$ cat src/rtl/strobe_dec_pkg.sv
package strobe_dec_pkg;

    // Control states of the decimator
    typedef enum logic {
        ST_IDLE  = 1'b0,
        ST_COUNT = 1'b1
    } ctrl_state_e;

    // Synchronized view of the external strobe
    typedef struct packed {
        logic level;   // synchronized strobe level
        logic rise;    // single-clock rising-edge indication
    } strobe_evt_t;

    localparam int DEF_CNT_W       = 16;
    localparam int DEF_SYNC_STAGES = 2;

endpackage

$ cat src/rtl/dec_strobe_sync.sv
module dec_strobe_sync
    import strobe_dec_pkg::*;
#(
    parameter int STAGES = DEF_SYNC_STAGES
) (
    input  logic        clk,
    input  logic        rst,
    input  logic        strobe_raw,
    output strobe_evt_t evt
);

    localparam int LAST = STAGES - 1;

    logic chain [STAGES];
    logic prev_q;

    generate
        for (genvar i = 0; i < STAGES; i++) begin : g_stage
            if (i == 0) begin : g_first
                always_ff @(posedge clk or posedge rst) begin
                    if (rst) chain[i] <= 1'b0;
                    else     chain[i] <= strobe_raw;
                end
            end else begin : g_next
                always_ff @(posedge clk or posedge rst) begin
                    if (rst) chain[i] <= 1'b0;
                    else     chain[i] <= chain[i-1];
                end
            end
        end
    endgenerate

    always_ff @(posedge clk or posedge rst) begin
        if (rst) prev_q <= 1'b0;
        else     prev_q <= chain[LAST];
    end

    always_comb begin
        evt.level = chain[LAST];
        evt.rise  = chain[LAST] & ~prev_q;
    end

endmodule

$ cat src/rtl/dec_ctrl.sv
module dec_ctrl
    import strobe_dec_pkg::*;
#(
    parameter int CNT_W = DEF_CNT_W
) (
    input  logic             clk,
    input  logic             rst,
    input  logic             start,
    input  logic             rise,
    input  logic [CNT_W-1:0] count_val,
    output logic             done,
    output ctrl_state_e      state,
    output logic [CNT_W-1:0] occ,
    output logic [CNT_W-1:0] target
);

    localparam logic [CNT_W-1:0] ONE = {{(CNT_W-1){1'b0}}, 1'b1};

    ctrl_state_e      state_q, state_d;
    logic [CNT_W-1:0] occ_q, occ_d;
    logic [CNT_W-1:0] tgt_q, tgt_d;
    logic             done_q, done_d;
    logic             last_hit;

    // Terminal occurrence: count so far equals target minus one
    assign last_hit = (occ_q == (tgt_q - ONE));

    always_comb begin
        state_d = state_q;
        occ_d   = occ_q;
        tgt_d   = tgt_q;
        done_d  = 1'b0;
        unique case (state_q)
            ST_IDLE: begin
                occ_d = '0;
                if (start) begin
                    state_d = ST_COUNT;
                    tgt_d   = (count_val == '0) ? ONE : count_val;
                end
            end
            ST_COUNT: begin
                if (rise) begin
                    if (last_hit) begin
                        done_d  = 1'b1;
                        occ_d   = '0;
                        state_d = ST_IDLE;
                    end else begin
                        occ_d = occ_q + ONE;
                    end
                end
            end
            default: state_d = ST_IDLE;
        endcase
    end

    always_ff @(posedge clk or posedge rst) begin
        if (rst) begin
            state_q <= ST_IDLE;
            occ_q   <= '0;
            tgt_q   <= ONE;
            done_q  <= 1'b0;
        end else begin
            state_q <= state_d;
            occ_q   <= occ_d;
            tgt_q   <= tgt_d;
            done_q  <= done_d;
        end
    end

    assign done   = done_q;
    assign state  = state_q;
    assign occ    = occ_q;
    assign target = tgt_q;

endmodule

$ cat src/rtl/strobe_decimator.sv
module strobe_decimator
    import strobe_dec_pkg::*;
#(
    parameter int CNT_W       = DEF_CNT_W,
    parameter int SYNC_STAGES = DEF_SYNC_STAGES
) (
    input  logic             clk,
    input  logic             rst,
    input  logic             start,
    input  logic             strobe_in,
    input  logic [CNT_W-1:0] count_val,
    output logic             done
);

    strobe_evt_t      strobe_evt;
    ctrl_state_e      ctrl_state;
    logic [CNT_W-1:0] occ_cnt;
    logic [CNT_W-1:0] target_cnt;

    dec_strobe_sync #(
        .STAGES(SYNC_STAGES)
    ) sync_i (
        .clk        (clk),
        .rst        (rst),
        .strobe_raw (strobe_in),
        .evt        (strobe_evt)
    );

    dec_ctrl #(
        .CNT_W(CNT_W)
    ) ctrl_i (
        .clk       (clk),
        .rst       (rst),
        .start     (start),
        .rise      (strobe_evt.rise),
        .count_val (count_val),
        .done      (done),
        .state     (ctrl_state),
        .occ       (occ_cnt),
        .target    (target_cnt)
    );

endmodule

$ cat config.mk
export PLATFORM = sky130hd
export DESIGN_NAME = strobe_decimator
export DESIGN_NICKNAME = d
export VERILOG_FILES = /design/src/rtl/strobe_dec_pkg.sv /design/src/rtl/dec_strobe_sync.sv /design/src/rtl/dec_ctrl.sv /design/src/rtl/strobe_decimator.sv
export SDC_FILE = /design/constraint.sdc
export NUM_CORES = 1
export LEC_CHECK = 0
export CORE_ASPECT_RATIO = 1.5
export CORE_UTILIZATION = 45
export DETAILED_ROUTE_END_ITERATION = 16
export PLACE_DENSITY = 0.67
export SLEW_MARGIN = 0
export SYNTH_ARGS = -nofsm -noshare
export SYNTH_HDL_FRONTEND = slang
export SYNTH_SLANG_ARGS = --single-unit
$ cat constraint.sdc
create_clock -name clk -period 6.28 [get_ports clk]
set_clock_uncertainty 0.1 [all_clocks]
set_input_delay 0.942 -clock clk [delete_from_list [all_inputs] [get_ports clk]]
set_output_delay 0.942 -clock clk [all_outputs]
set_load 0.05 [all_outputs]
After elaboration in Yosys (flattened, before gate mapping)
Cells that the tools add are included.
{"block": "totals", "reg_bits": 37, "in_bits": 20, "output_inout_bits": 1, "elab_cells": 27}
{"block": "classes", "add_sub_neg": 2, "n_eq_ne": 2, "n_mux": 11, "n_bitwise": 3, "n_reduce_logical": 2}
{"cell": "$mux W16", "count": 3}
{"cell": "$pmux W16 S2", "count": 1}
{"cell": "$add A16 B1 Y16 const B", "count": 1}
{"cell": "$eq A16 B16 Y1", "count": 1}
{"cell": "$logic_not A16 Y1", "count": 1}
{"cell": "$sub A16 B1 Y16 const B", "count": 1}
{"cell": "$mux W1", "count": 6}
{"cell": "$ne A2 B1 Y1 const B", "count": 1}
{"cell": "$not A1 Y1", "count": 2}
{"cell": "$pmux W1 S2", "count": 1}
{"cell": "$reduce_and A2 Y1", "count": 1}
{"cell": "$and A1 B1 Y1", "count": 1}

Depth between registers and ports, before layout
{"block": "depth", "depth_word": 5, "ltp_mapped": 11, "depth_no_buf": 9}

Modules after synthesis
A second synthesis with hierarchy kept.
{"block": "unflattened", "cells_unflattened": 243, "hier_area_um2": 2426.1}
{"module": "dec_ctrl", "n_inst": 1, "cells_each": 237, "area_each_um2": 2326.0, "seq_area_each_um2": 852.1}
{"module": "dec_strobe_sync", "n_inst": 1, "cells_each": 6, "area_each_um2": 100.1, "seq_area_each_um2": 75.1}

Least setup slack after synthesis
OpenSTA, ideal clock, no wires.
{"block": "synth_timing", "path_kind": "register to register", "from": "reg ctrl_i.tgt_q[1], in the netlist ctrl_i.target[1]", "to": "reg ctrl_i.occ_q[13], in the netlist ctrl_i.occ[13]", "setup_ps": 126, "t_arrival_ps": 2594, "t_required_ps": 6054, "setup_slack_ps": 3461, "stages_incl_launch_ff": 12, "path_buffers": 2, "synth_period_minus_slack_ps": 2819, "path_cell_list": "dfrtp_1 inv_1 ha_1 or4b_1 buf_2 nor3_2 o2111ai_1 nor4_2 nand4_1 and3_1 buf_6 a221o_1"}
{"block": "synth_between", "elab_chain_len": 5}
{"item": "start: declaration", "line_no": "dec_ctrl.sv:21", "rtl": "logic [CNT_W-1:0] tgt_q, tgt_d;"}
{"item": "start signal: assignment", "line_no": "dec_ctrl.sv:65", "rtl": "tgt_q <= tgt_d;"}
{"item": "$sub A16 B1 Y16", "line_no": "dec_ctrl.sv:26", "rtl": "assign last_hit = (occ_q == (tgt_q - ONE));"}
{"item": "$eq A16 B16 Y1", "line_no": "dec_ctrl.sv:26"}
{"item": "$mux W16", "line_no": "dec_ctrl.sv:43", "rtl": "if (last_hit) begin"}
{"item": "$mux W16", "line_no": "dec_ctrl.sv:42", "rtl": "if (rise) begin"}
{"item": "$pmux W16 S2", "line_no": "dec_ctrl.sv:33", "rtl": "unique case (state_q)"}
{"item": "end signal: assignment", "line_no": "dec_ctrl.sv:59", "rtl": "occ_q <= '0;"}
{"item": "end signal: assignment", "line_no": "dec_ctrl.sv:64", "rtl": "occ_q <= occ_d;"}
{"item": "end: declaration", "line_no": "dec_ctrl.sv:20", "rtl": "logic [CNT_W-1:0] occ_q, occ_d;"}
No other way between the ends. The select of a mux whose other input is x is not followed.
A chain may end at the register's enable or synchronous reset.

Worst setup path in the final report
Same ends and word-level chain as after synthesis.

==> flow_summary.toml <==
[floorplanning]
fp.dieW_um = 60.7
start_util_pct = 47.6
die_h_um = 90.0
core-area_um2 = 4890
rows = 31
die-area_um2 = 5460
io_pins = 21

[setup_path]
startpoint = "ctrl_i.target[1]"
endpoint_kind = "flop"
critical_path_class = "flop to flop"
cp_data_arrival_time_ns = 3.50
r2r-start = "ctrl_i.target[1]"
path_max_fanout = 12
crit_path_start_kind = "flop"
required_ns = 6.36

[power_and_ir_drop]
power.switching_uw = 236
ir_drop_uv = 149
p_comb_share_pct = 28.8
swShare_pct = 34.8
pwr-share-clk_pct = 24.1
p_per_area_nw_per_um2 = 257
internal_power_uw = 444
pwr-share-seq_pct = 47.1
power_leakage_nw = 1.03

[clock_network]
cts_root_buf = "clkbuf_8"
cts.clk_slew.worst_paths_ns = 0.07
clk_latency_ns = 0.29
cts_buffers = 5
cts_setup_buffers = 0
cts_sinks = 37
cts_tree = "built"
cts_resized = 0
cts_buffer_depth = 2
cts_hold_buf = 0
htreeDepth = 2

[grt]
grt-ovfl-total = 0
grt_first_pass_wirelength_um = 9000
grt.total_usage_pct = 21.8
grt_max_degree = 38
first_global_vias = 1959
antenna_found_initial = 0

[logic_synthesis]
synth.distinct_cells = 55
synthesis.area_um2 = 2320
synth_commonest_cells = "dfrtp_1, nor2_1, nand2_1, mux2_2, xnor2_1"
yosysSeqAreaShare_pct = 39.9
synth_edf_count = 0
async_reset_ff_share_pct = 100
yosys.area.top_type = "dfrtp_1"
netlist.area_leader.share_pct = 38.8
syn_area_per_cell_um2 = 9.34
synth_warnings = 0
synth_flop_cell = "dfrtp_1"
syn_nets = 271
netlist_instances = 249
ys_top_cells_by_area = "dfrtp_1, mux2_2, xnor2_1"
ys_seq_elements = 37
yosysMostFrequentCell = "dfrtp_1"

[place]
place_congestion = 0.859
dp_hpwl_um = 4020
placedCellCount = 324
io_buffers = 20
placed_area_um2 = 2560

[drt]
wl_per_cell_um = 16.2
ant_nets = 0
first_pass_iters = 4
routed_wl_um = 5370
via_per_inst = 5.93
route.detailed.drc = 0
drtIter0Drc = 87
route.vias.total = 1968

[run]
drv_cap = 0

[hold_path]
hold_path.startpoint = "sync_i.chain[1]"
holdCritPathClass = "flop to flop"

[finish]
design_area_um2 = 2650
insertedDiodeCount = 0
drive_gt1_share_pct = 10.9
nets = 287
syn2layout_area_growth_pct = 13.8
final_util_pct = 54.1
fin_cells = 332

[timing]
slew_violations = 0
fin_crit_ns = 3.42
hold_viol_final = 0
maxSlewHeadroom_pct = 58.4
setup_viol_count_final = 0
rsz0062_at_grt = "no"
period_share_pct = 54.5
fin_tns_setup_ns = 0
fmax_mhz = 292
worst_slew_pin_slew_ns = 0.622

[run_status]
status = "completed"
-- power by group through the flow --
stage	clock [mW]	combinational, mW	sequential (mW)
floorplan	0	0.170	0.298
global placement	0	0.192	0.323
detailed placement	0	0.195	0.324
CTS	0.168	0.197	0.320
global route	0.179	0.219	0.327
finish	0.164	0.196	0.320
-- cell families (layout without fill, tap and decap cells) --
kind of cell    count (synthesis)  count (layout)  share of synthesized area, %
flops                          37              37                          39.9
compound gates                 47              47                          14.6
simple gates                  112             112                          27.4
xor+xnor                       18              18                          6.78
buf+inv                        19              36                          3.55
fa+ha+maj                       2               2                          1.08
mux                            14              14                          6.73
-- metal layers --
layer | up-vias | wire [um] | global-route usage (%) | part of all wire (%)
met5 | - | 0 | 0 | 0
met4 | 0 | 208 | 11.4 | 3.9
met3 | 16 | 141 | 4.17 | 2.6
met2 | 35 | 2810 | 37.5 | 52
met1 | 947 | 2210 | 24.2 | 41
li1 | 970 | - | - | -
-- sequential cells by signal, indices dropped and copies added (netlist names) --
register	count
ctrl_i.state	1
ctrl_i.target	16
sync_i.prev_q	1
sync_i.chain	1
ctrl_i.occ	16
ctrl_i.done	1
sync_i.evt	1
-- through the flow --
stage	setup WS [ns]	power [mW]	hold WS, ns
final	2.86	0.680	0.253
after global routing	2.60	0.725	0.271
after CTS	2.85	0.684	0.259
after detailed placement	2.86	0.519	0.240
after global placement	2.96	0.515	0.239
after floorplan	3.46	0.468	0.231
-- placed cells by master, fill, tap and decap left out, types with 8 or more instances in the layout --
master           instances
nand2_1                 20
nand3_1                 10
clkdlybuf4s50_1         20
a221o_1                  9
mux2_2                  13
nor3_1                   8
dfrtp_1                 36
a21oi_1                  9
nor2_1                  21
xnor2_1                 11
nor4_1                   9
-- worst max-delay path: stages (launching register included) --
cell and delay, ns:
dfrtp_1 0.41, inv_1 0.08, ha_1 0.23, or4b_1 0.62
nor3_2 0.21, o2111ai_1 0.16, nor4_2 0.31, nand4_1 0.38
and3_1 0.44, a221o_1 0.38
-- path summary, 6_finish.rpt --
| kind | end | slack (ns) | cells after the start |
|---|---|---|---|
| worst max-delay path | ctrl_i.occ[13] | 2.86 | 9 |
| worst min-delay path | sync_i.evt[1] | 0.25 | 0 |
| worst max register to register | ctrl_i.occ[13] | 2.86 | 9 |
| worst min register to register | sync_i.evt[1] | 0.25 | 0 |
| max in group asynchronous | ctrl_i.target[0] | 4.77 | 3 |
| min in group asynchronous | ctrl_i.target[2] | 0.97 | 3 |
-- layout make-up --
type | count | area, um^2
timing repair buffer | 22 | 215
inverter | 6 | 22.5
clock inverter | 2 | 10.0
fill | 464 | 2240
multi-input combinational | 193 | 1320
sequential | 37 | 927
clock buffer | 6 | 72.6
tap | 66 | 82.6
No activity file was read; power rests on OpenSTA's default activity.
